===== src/rtl/pal_vs_pkg.sv =====
package pal_vs_pkg;

  localparam int OFF_W = 5;

  typedef struct packed {
    logic             dly_odd;
    logic             dly_even;
    logic             adv_sign;
    logic [OFF_W-1:0] off;
  } vs_begin_t;

  typedef struct packed {
    vs_begin_t        beg;
    logic [OFF_W-1:0] end_off;
    logic [OFF_W-1:0] tog_off;
    logic             half_odd;
    logic             half_even;
  } vs_cfg_t;

  localparam vs_begin_t BEGIN_RST = '{dly_odd: 1'b0, dly_even: 1'b1,
                                      adv_sign: 1'b1, off: 5'b00101};
  localparam logic [OFF_W-1:0] END_RST = 5'd4;
  localparam logic [OFF_W-1:0] TOG_RST = 5'd6;

  // bring a line number that drifted across the frame edge back into 1..lines
  function automatic int wrap_line(input int x, input int lines);
    if (x < 1)
      return x + lines;
    else if (x > lines)
      return x - lines;
    else
      return x;
  endfunction

  // first line of vsync for a field whose vertical interval is anchored at ref_ln
  function automatic int begin_line(input int ref_ln, input logic sign,
                                    input logic [OFF_W-1:0] off,
                                    input logic dly, input int lines);
    int ofs;
    ofs = sign ? -int'(off) : int'(off);
    return wrap_line(ref_ln + ofs + int'(dly), lines);
  endfunction

endpackage


===== src/rtl/pal_line_tracker.sv =====
module pal_line_tracker #(
  parameter int LINES  = 625,
  parameter int LINE_W = $clog2(LINES + 1)
) (
  input  logic              clk,
  input  logic              rst_n,
  input  logic              hs_strobe,
  input  logic              frame_sync,
  output logic [LINE_W-1:0] line_q,
  output logic [LINE_W-1:0] line_nxt,
  output logic              frame_load
);

  localparam logic [LINE_W-1:0] LAST  = LINE_W'(LINES);
  localparam logic [LINE_W-1:0] FIRST = LINE_W'(1);

  always_comb begin
    line_nxt = line_q;
    if (hs_strobe) begin
      if (frame_sync || line_q == LAST)
        line_nxt = FIRST;
      else
        line_nxt = line_q + FIRST;
    end
    frame_load = hs_strobe && (line_nxt == FIRST);
  end

  always_ff @(posedge clk or negedge rst_n) begin
    if (!rst_n)
      line_q <= LAST;
    else if (hs_strobe)
      line_q <= line_nxt;
  end

endmodule


===== src/rtl/pal_cfg_shadow.sv =====
module pal_cfg_shadow
  import pal_vs_pkg::*;
(
  input  logic    clk,
  input  logic    rst_n,
  input  logic    load,
  input  vs_cfg_t cfg_in,
  output vs_cfg_t cfg_eff
);

  vs_cfg_t cfg_q;

  // the values captured at the frame edge already govern that strobe
  always_comb begin
    cfg_eff = load ? cfg_in : cfg_q;
  end

  always_ff @(posedge clk or negedge rst_n) begin
    if (!rst_n) begin
      cfg_q.beg       <= BEGIN_RST;
      cfg_q.end_off   <= END_RST;
      cfg_q.tog_off   <= TOG_RST;
      cfg_q.half_odd  <= 1'b0;
      cfg_q.half_even <= 1'b0;
    end else if (load) begin
      cfg_q <= cfg_in;
    end
  end

endmodule


===== src/rtl/pal_vs_edge_ctrl.sv =====
module pal_vs_edge_ctrl
  import pal_vs_pkg::*;
#(
  parameter int LINES    = 625,
  parameter int LINE_W   = $clog2(LINES + 1),
  parameter int REF_ODD  = 1,
  parameter int REF_EVEN = 314
) (
  input  logic              clk,
  input  logic              rst_n,
  input  logic              hs_strobe,
  input  logic              half_strobe,
  input  logic [LINE_W-1:0] line_q,
  input  logic [LINE_W-1:0] line_nxt,
  input  vs_begin_t         beg,
  input  logic [OFF_W-1:0]  end_off,
  input  logic              half_odd,
  input  logic              half_even,
  output logic              vs_out,
  output logic              v_flag
);

  localparam int NFLD = 2;
  localparam logic [LINE_W-1:0] LAST  = LINE_W'(LINES);
  localparam logic [LINE_W-1:0] FIRST = LINE_W'(1);

  logic [LINE_W-1:0] line_after;
  logic [NFLD-1:0]   rise_hs;
  logic [NFLD-1:0]   rise_half;
  logic [LINE_W-1:0] end_ln   [NFLD];
  logic [LINE_W-1:0] begin_ln [NFLD];

  logic              vs_q, vs_nxt;
  logic              v_q, v_nxt;
  logic [LINE_W-1:0] end_q, end_nxt;
  logic              rise_any, fall;

  // line that follows the current one, for a rise on the mid-line strobe
  assign line_after = (line_q == LAST) ? FIRST : line_q + FIRST;

  for (genvar f = 0; f < NFLD; f++) begin : g_fld
    localparam int REF_LN = (f == 0) ? REF_ODD : REF_EVEN;
    logic dly;
    logic hadv;
    assign dly  = (f == 0) ? beg.dly_odd : beg.dly_even;
    assign hadv = (f == 0) ? half_odd    : half_even;
    assign begin_ln[f] = LINE_W'(begin_line(REF_LN, beg.adv_sign, beg.off, dly, LINES));
    assign end_ln[f]   = LINE_W'(wrap_line(REF_LN + int'(end_off), LINES));
    assign rise_hs[f]   = hs_strobe && !hadv && (line_nxt == begin_ln[f]);
    assign rise_half[f] = half_strobe && hadv && (line_after == begin_ln[f]);
  end

  always_comb begin
    rise_any = |{rise_hs, rise_half};
    fall     = vs_q && hs_strobe && (line_nxt == end_q) && !rise_any;
    vs_nxt   = vs_q;
    end_nxt  = end_q;
    if (rise_any) begin
      vs_nxt  = 1'b1;
      end_nxt = (rise_hs[0] || rise_half[0]) ? end_ln[0] : end_ln[1];
    end else if (fall) begin
      vs_nxt = 1'b0;
    end
    v_nxt = hs_strobe ? vs_nxt : v_q;
  end

  always_ff @(posedge clk or negedge rst_n) begin
    if (!rst_n) begin
      vs_q  <= 1'b0;
      v_q   <= 1'b0;
      end_q <= LAST;
    end else begin
      if (rise_any || fall)
        vs_q <= vs_nxt;
      if (rise_any)
        end_q <= end_nxt;
      if (hs_strobe)
        v_q <= v_nxt;
    end
  end

  assign vs_out = vs_q;
  assign v_flag = v_q;

endmodule


===== src/rtl/pal_field_ctrl.sv =====
module pal_field_ctrl
  import pal_vs_pkg::*;
#(
  parameter int LINES    = 625,
  parameter int LINE_W   = $clog2(LINES + 1),
  parameter int REF_ODD  = 1,
  parameter int REF_EVEN = 314
) (
  input  logic              clk,
  input  logic              rst_n,
  input  logic              hs_strobe,
  input  logic [LINE_W-1:0] line_nxt,
  input  logic [OFF_W-1:0]  tog_off,
  output logic              field_out
);

  localparam int NFLD = 2;

  logic [LINE_W-1:0] tog_ln [NFLD];
  logic [NFLD-1:0]   hit;
  logic              fld_q, fld_nxt;

  for (genvar f = 0; f < NFLD; f++) begin : g_tog
    localparam int REF_LN = (f == 0) ? REF_ODD : REF_EVEN;
    assign tog_ln[f] = LINE_W'(wrap_line(REF_LN + int'(tog_off), LINES));
    assign hit[f]    = hs_strobe && (line_nxt == tog_ln[f]);
  end

  always_comb begin
    fld_nxt = fld_q;
    if (hit[0])
      fld_nxt = 1'b0;
    else if (hit[1])
      fld_nxt = 1'b1;
  end

  always_ff @(posedge clk or negedge rst_n) begin
    if (!rst_n)
      fld_q <= 1'b1;
    else if (|hit)
      fld_q <= fld_nxt;
  end

  assign field_out = fld_q;

endmodule


===== src/rtl/pal_vsync_gen.sv =====
module pal_vsync_gen
  import pal_vs_pkg::*;
#(
  parameter int LINES    = 625,
  parameter int REF_ODD  = 1,
  parameter int REF_EVEN = 314
) (
  input  logic             clk,
  input  logic             rst_n,
  input  logic             hs_strobe,
  input  logic             half_strobe,
  input  logic             frame_sync,
  input  logic [OFF_W+2:0] vs_begin_cfg,
  input  logic [OFF_W-1:0] vs_end_off,
  input  logic [OFF_W-1:0] fld_tog_off,
  input  logic             half_adv_odd,
  input  logic             half_adv_even,
  output logic             vs_out,
  output logic             v_flag,
  output logic             field_out
);

  localparam int LINE_W = $clog2(LINES + 1);

  logic [LINE_W-1:0] line_cur;
  logic [LINE_W-1:0] line_nxt;
  logic              frame_load;
  vs_cfg_t           cfg_in;
  vs_cfg_t           cfg_eff;

  always_comb begin
    cfg_in.beg       = vs_begin_t'(vs_begin_cfg);
    cfg_in.end_off   = vs_end_off;
    cfg_in.tog_off   = fld_tog_off;
    cfg_in.half_odd  = half_adv_odd;
    cfg_in.half_even = half_adv_even;
  end

  pal_line_tracker #(.LINES(LINES), .LINE_W(LINE_W)) u_lines (
    .clk        (clk),
    .rst_n      (rst_n),
    .hs_strobe  (hs_strobe),
    .frame_sync (frame_sync),
    .line_q     (line_cur),
    .line_nxt   (line_nxt),
    .frame_load (frame_load)
  );

  pal_cfg_shadow u_cfg (
    .clk     (clk),
    .rst_n   (rst_n),
    .load    (frame_load),
    .cfg_in  (cfg_in),
    .cfg_eff (cfg_eff)
  );

  pal_vs_edge_ctrl #(.LINES(LINES), .LINE_W(LINE_W),
                     .REF_ODD(REF_ODD), .REF_EVEN(REF_EVEN)) u_vs (
    .clk         (clk),
    .rst_n       (rst_n),
    .hs_strobe   (hs_strobe),
    .half_strobe (half_strobe),
    .line_q      (line_cur),
    .line_nxt    (line_nxt),
    .beg         (cfg_eff.beg),
    .end_off     (cfg_eff.end_off),
    .half_odd    (cfg_eff.half_odd),
    .half_even   (cfg_eff.half_even),
    .vs_out      (vs_out),
    .v_flag      (v_flag)
  );

  pal_field_ctrl #(.LINES(LINES), .LINE_W(LINE_W),
                   .REF_ODD(REF_ODD), .REF_EVEN(REF_EVEN)) u_fld (
    .clk       (clk),
    .rst_n     (rst_n),
    .hs_strobe (hs_strobe),
    .line_nxt  (line_nxt),
    .tog_off   (cfg_eff.tog_off),
    .field_out (field_out)
  );

endmodule


===== config.mk =====
export PLATFORM = sky130hd
export DESIGN_NAME = pal_vsync_gen
export DESIGN_NICKNAME = d
export VERILOG_FILES = /design/src/rtl/pal_vs_pkg.sv /design/src/rtl/pal_line_tracker.sv /design/src/rtl/pal_cfg_shadow.sv /design/src/rtl/pal_vs_edge_ctrl.sv /design/src/rtl/pal_field_ctrl.sv /design/src/rtl/pal_vsync_gen.sv
export SDC_FILE = /design/constraint.sdc
export NUM_CORES = 1
export LEC_CHECK = 0
export BUFFER_PORTS_ARGS = -buffer_cell sky130_fd_sc_hd__buf_2
export CAP_MARGIN = 10
export CORE_ASPECT_RATIO = 1.2
export CORE_MARGIN = 4
export CORE_UTILIZATION = 25
export DETAILED_ROUTE_END_ITERATION = 16
export GPL_TIMING_DRIVEN = 0
export PLACE_DENSITY = 0.4
export SYNTH_ARGS = -nofsm -noshare
export SYNTH_HDL_FRONTEND = slang
export SYNTH_SLANG_ARGS = --single-unit

===== constraint.sdc =====
create_clock -name clk -period 7.3 [get_ports clk]
set_input_delay 0.73 -clock clk [delete_from_list [all_inputs] [get_ports clk]]
set_output_delay 0.73 -clock clk [all_outputs]
set_load 0.05 [all_outputs]

======== Yosys cells after proc, flatten, opt, wreduce, memory -nomap -nowiden ========
Cells that the tools add are included.
storage, ports and cells
  register bits ........................... 43
  latch bits .............................. 0
  RAM bits ................................ 0
  ROM bits ................................ 0
  output and inout bits ................... 3
  word-level logic and storage cells ...... 102
  memories ................................ 0
cells by class
  $add $sub $neg .......................... 22
  multipliers ............................. 0
  div/mod/pow operators ................... 0
  magnitude comparators ................... 12
  equal/unequal tests ..................... 9
  shift operators ......................... 0
  muxes and demuxes ....................... 22
  bitwise logic cells ..................... 0
  reductions and logical operators ........ 24
operator list
  kind                                                                               number
  32-bit by 11-bit greater-than comparator with 1-bit output, second input constant  6
  32-bit by 2-bit less-than comparator with 1-bit output, second input constant      6
  10-bit 2-to-1 mux                                                                  16
  10-bit == test                                                                     7
  32-bit by 2-bit adder with 32-bit output                                           2
  10-bit adder, second input constant                                                6
  10-bit subtractor, second input constant                                           5
  10-bit by 32-bit adder with 32-bit output, first input constant                    1
  2-bit by 32-bit adder with 32-bit output, first input constant                     1
  32-bit 2-to-1 mux                                                                  1
  5-bit negator with 32-bit output                                                   1
  9-bit by 5-bit adder with 10-bit output, first input constant                      2
  20-bit 2-to-1 mux                                                                  1
  1-bit logical AND                                                                  14
  1-bit by 5-bit adder with 6-bit output, first input constant                       2
  10-bit by 1-bit adder with 10-bit output, second input constant                    1
  10-bit by 1-bit == test with 1-bit output, second input constant                   1
  10-bit == test, second input constant                                              1
  6-bit by 10-bit subtractor with 10-bit output, second input constant               1
  1-bit 2-to-1 mux                                                                   4
  4-bit OR reduction                                                                 1
  1-bit zero test                                                                    3
  1-bit logical OR                                                                   3
  2-bit AND reduction                                                                1
  other kinds (2)                                                                    2

======== Depth between registers and ports, before layout ========
  depth in word-level cells ............... 21
  depth in mapped cells ................... 33
  gate-level depth less buffers ........... 27

======== Cells and area by module ========
From an unflattened synthesis, not the netlist that was laid out.
unflattened totals
  cell total of the unflattened synthesis .. 674
  area total of the unflattened synthesis .. 5,784.3 um^2
modules (own cells, without submodules)
  module            instances  cells an instance  area an instance (um^2)  seq. area each (um^2)
  pal_vs_edge_ctrl  1          482                3,691.0                  306.5
  pal_cfg_shadow    1          42                 832.0                    509.2
  pal_line_tracker  1          87                 769.5                    256.5
  pal_field_ctrl    1          63                 491.7                    26.3

======== Worst setup path before layout ========
Ideal clock, no wire load.
  path kind ............................... in2reg
  start point ............................. input port frame_sync
  end point ............................... register u_vs.end_q[0]
  setup time .............................. 79 ps
  arrival ................................. 7,065 ps
  required time ........................... 7,221 ps
  setup slack ............................. 156 ps
  cell stages on the path ................. 28
  path through ............................ clkbuf_1 > or4_1 > o311ai_1 > a211o_1 > buf_4 > buf_6 > clkbuf_1 > buf_1 > nand2_1 > nand2_1 > inv_1 > ha_1 > and3_1 > or3_1 > ha_1 > nor3b_1 > mux2_2 > o32a_1 > a2bb2oi_2 > o21ai_1 > xnor3_1 > nand3b_1 > o221a_2 > o32a_1 > clkbuf_1 > nor2b_1 > a21oi_1 > o21ai_0
RTL lines
  what                  line                    text
  start, declared       pal_vsync_gen.sv:12     input logic frame_sync,
  end signal, assigned  pal_vs_edge_ctrl.sv:76  end_q <= end_nxt;
  end, declared         pal_vs_edge_ctrl.sv:35  logic [LINE_W-1:0] end_q, end_nxt;

==> results by group <==
Route
  – Highest metal used: met5
  – Initial DRC Count: 276
  – Detail Route met3 WL: 539 µm
  – Via count: 5897
  – Routed vias/inst: 5.27
  – Drt pass-1 iters: 5
  – DRC violations left: 0
  – M1 WL: 9.89 mm
  – Detail Route Antenna Nets: 0
  – Routed WL per cell: 20.0 µm
  – Final WL: 22.4 mm
  – Met2 WL: 11.2 mm

Layout
  – Filler cells: 2587
  – Cell Count, Final, Fillers Out: 1120
  – Final net count: 847
  – Area Overhead vs Synth: 22.6%
  – Layout cell share with drive strength beyond 1: 21.9%
  – Diode count: 0

Global routing
  – Initial antenna violation count: 1
  – Largest net degree at the start of global routing: 44
  – Total global-route track usage: 17.2%
  – Overflow after GRT: 0
  – First-pass GRT wire length: 34.7 mm
  – Vias in the first global route: 5909

Floorplanning
  – DIE WIDTH: 148 µm
  – Die area: 26100 µm²
  – Die height: 176 µm
  – Initial Util: 25.4%
  – Num rows: 61
  – Core Region: 23200 µm²
  – Ports: 28

Critical path
  – Type of origin of the critical path: flop
  – Largest stage delay on the critical path: 0.55 ns
  – Critical-path top delay cell: dfstp_2
  – FF-to-FF Start: u_lines.line_q[0]
  – Kind of critical path: flop to flop
  – Maximum fanout along the worst path: 10
  – Delay-heaviest family, CP: compound AO/OA/AOI/OAI gates
  – Critical Path RT: 7.50 ns
  – Worst EP arrival: 7.19 ns
  – Reg2Reg Setup Slack: 0.30 ns
  – Worst r2r dst: u_vs.end_q[3]
  – WP buf/inv: 6
  – Worst r2r path cells: 29
  – Kind of end point of the critical path: flop

Clocking
  – CTS tree: yes
  – Maximum clock path buffer count: 2
  – CTS root buf: clkbuf_16
  – Worst-path clk slew: 0.07 ns
  – Sink Count: 43
  – Hold-fix buffers, CTS: 0
  – Clk_lat worst skew: 0.31 ns
  – H-tree depth: 2
  – Num CTS Buffers: 5

Yosys
  – #FFs+latches synth: 43
  – Top cells by count, synth: 96 x nand2_1, 51 x nor2_1, 51 x xnor2_1
  – Top FF cell, synth: dfrtp_1
  – EDFF count, synth: 0
  – Syn Area/Cell: 7.82 µm²
  – Dominant cell type by area after synthesis: dfrtp_1
  – Async SR Flop Fraction: 100%
  – Synth Net Count: 798
  – Mapped cell area: 5900 µm²
  – Cell count after synthesis: 755
  – Sequential element share of the synthesized area: 18.6%
  – Yosys cell types: 93
  – Share of the synthesized area in the top cell type: 10.6%
  – Largest cells by area after synthesis: dfrtp_1 11%, dfstp_2 8.0%, xnor2_1 7.6%
  – Synth warn: 0
  – Dominant cell by count in the synthesized netlist: nand2_1

Flow run
  – Max-Cap Viols: 0

STA
  – Tcrit/Tclk final: 95.8%
  – Max transition margin: 30.9%
  – Worst Max-Slew Pin Slew: 1.03 ns
  – Hold Fails Final Rpt: 0
  – Slew Limit Fails: 0
  – Fmax achieved: 143 MHz
  – Smallest hold slack: 0.326 ns
  – Unrepaired setup endpoints after global routing: false
  – Clock Skew: 0.00949 ns
  – Min cycle time layout: 7.00 ns
  – Final number of setup-violating endpoints: 0

Pwr
  – Leakage power: 2.92 nW
  – Peak VDD IR: 129 µV
  – Power per cell area: 262 nW/µm²

Place
  – PortBufs: 26
  – Placed Cells: 1097
  – HPWL Detailed: 17.2 mm
  – Routability cong.: 0.843

Worst hold path
  – Hold WC Path Type: primary input to asynchronous set/reset pin

Status
  – Status: finished, final reports clean
==> flip-flops by register name (all words and copies together) (netlist names) <==
signal           cells
u_cfg.cfg_q         20
u_fld.field_out      1
u_lines.line_q      10
u_vs.end_q          10
u_vs.v_flag          1
u_vs.vs_out          1
==> metal layers <==
metal  GRT usage (%)  vias to the layer above
met5               0                        -
met4            6.97                        2
met3            2.16                       34
met2            30.4                      101
met1            21.2                     2880
li1                -                     2880
==> worst register-to-register path: cells and delay by family (launching register included) <==
| family | cells | cell delay (ns) |
|---|---|---|
| AOI/OAI and AO/OA | 8 | 2.28 |
| xor gates and xnor gates | 2 | 0.56 |
| adders and majority gates | 3 | 0.70 |
| buffers and inverters | 6 | 0.98 |
| DFF | 1 | 0.55 |
| muxes | 1 | 0.32 |
| and+or+nand+nor | 9 | 1.47 |
==> cells by family (layout without fill, tap and decap cells) <==
kind of cell / count (synthesis) / in the layout / share of synthesized area (%)
simple gates: 320 / 320 / 27.5
compound gates: 183 / 183 / 23.4
flops: 43 / 43 / 18.6
fa+ha+maj: 18 / 18 / 3.82
xor+xnor: 80 / 80 / 13.9
buf+inv: 68 / 118 / 5.05
mux: 43 / 43 / 7.80
==> area by class of cell <==
type / instances / area [µm²] / share of cell area (%)
multi-input cells: 644 / 4960 / 68.5
flip-flops and latches: 43 / 1100 / 15.2
well taps: 315 / 394 / 5.45
repair buffers: 45 / 300 / 4.15
plain buffers: 29 / 198 / 2.73
inverters: 36 / 135 / 1.87
clock buffers: 5 / 125 / 1.73
clock inverters: 3 / 26.3 / 0.363
==> layout by cell type, fill, tap and decap left out, drive strengths merged, types with 18 or more instances in the layout <==
cell type,instances
xor2,21
inv,37
nand3,28
nand2,96
xnor2,51
mux2i,31
clkbuf,19
ha,18
nor3,34
a21oi,35
dfstp,18
nor2,52
dfrtp,25
o21ai,35
buf,59
==> power breakdown <==
group / internal (mW) / switching [mW]
clock: 0.130 / 0.120
sequential: 0.288 / 0.0247
combinational: 0.533 / 0.800
total: 0.951 / 0.944
==> metrics by stage <==
stage | setup TNS (ns) | utilization (%) | setup slack [ns] | power (mW) | cell area [µm²]
after floorplan | 0 | - | 0.156 | 1.19 | 5900
after global placement | -35.92 | 27.7 | -3.18 | 1.49 | 6430
after detailed placement | -35.14 | 27.7 | -3.12 | 1.49 | 6440
after CTS | 0 | 30.3 | 0.0278 | 1.85 | 7040
after global routing | 0 | 31.2 | 0.00355 | 2.03 | 7240
final | 0 | 31.2 | 0.304 | 1.90 | 7240
==> worst max path at each step <==
| stage | slack [ns] | endpoint | from | cells past startpoint |
|---|---|---|---|---|
| 2_1_floorplan | 0.16 | u_vs.end_q[0] | frame_sync | 28 |
| 3_3_place_gp | -3.18 | u_vs.end_q[3] | u_lines.line_q[0] | 30 |
| 3_5_place_dp | -3.12 | u_vs.end_q[3] | u_lines.line_q[0] | 30 |
| 4_1_cts | 0.03 | u_vs.end_q[3] | u_lines.line_q[0] | 29 |
| 5_1_grt | 0.004 | u_vs.end_q[1] | u_lines.line_q[0] | 29 |
| 6_report | 0.30 | u_vs.end_q[3] | u_lines.line_q[0] | 29 |
==> repair_timing <==
action | in CTS | in global routing
pin swaps | 12 | 8
gates resized for setup | 78 | 33
setup buffers | 8 | 9
setup endpoints to repair | 12 | 12
Note: power is estimated with default switching activity, not from simulation.
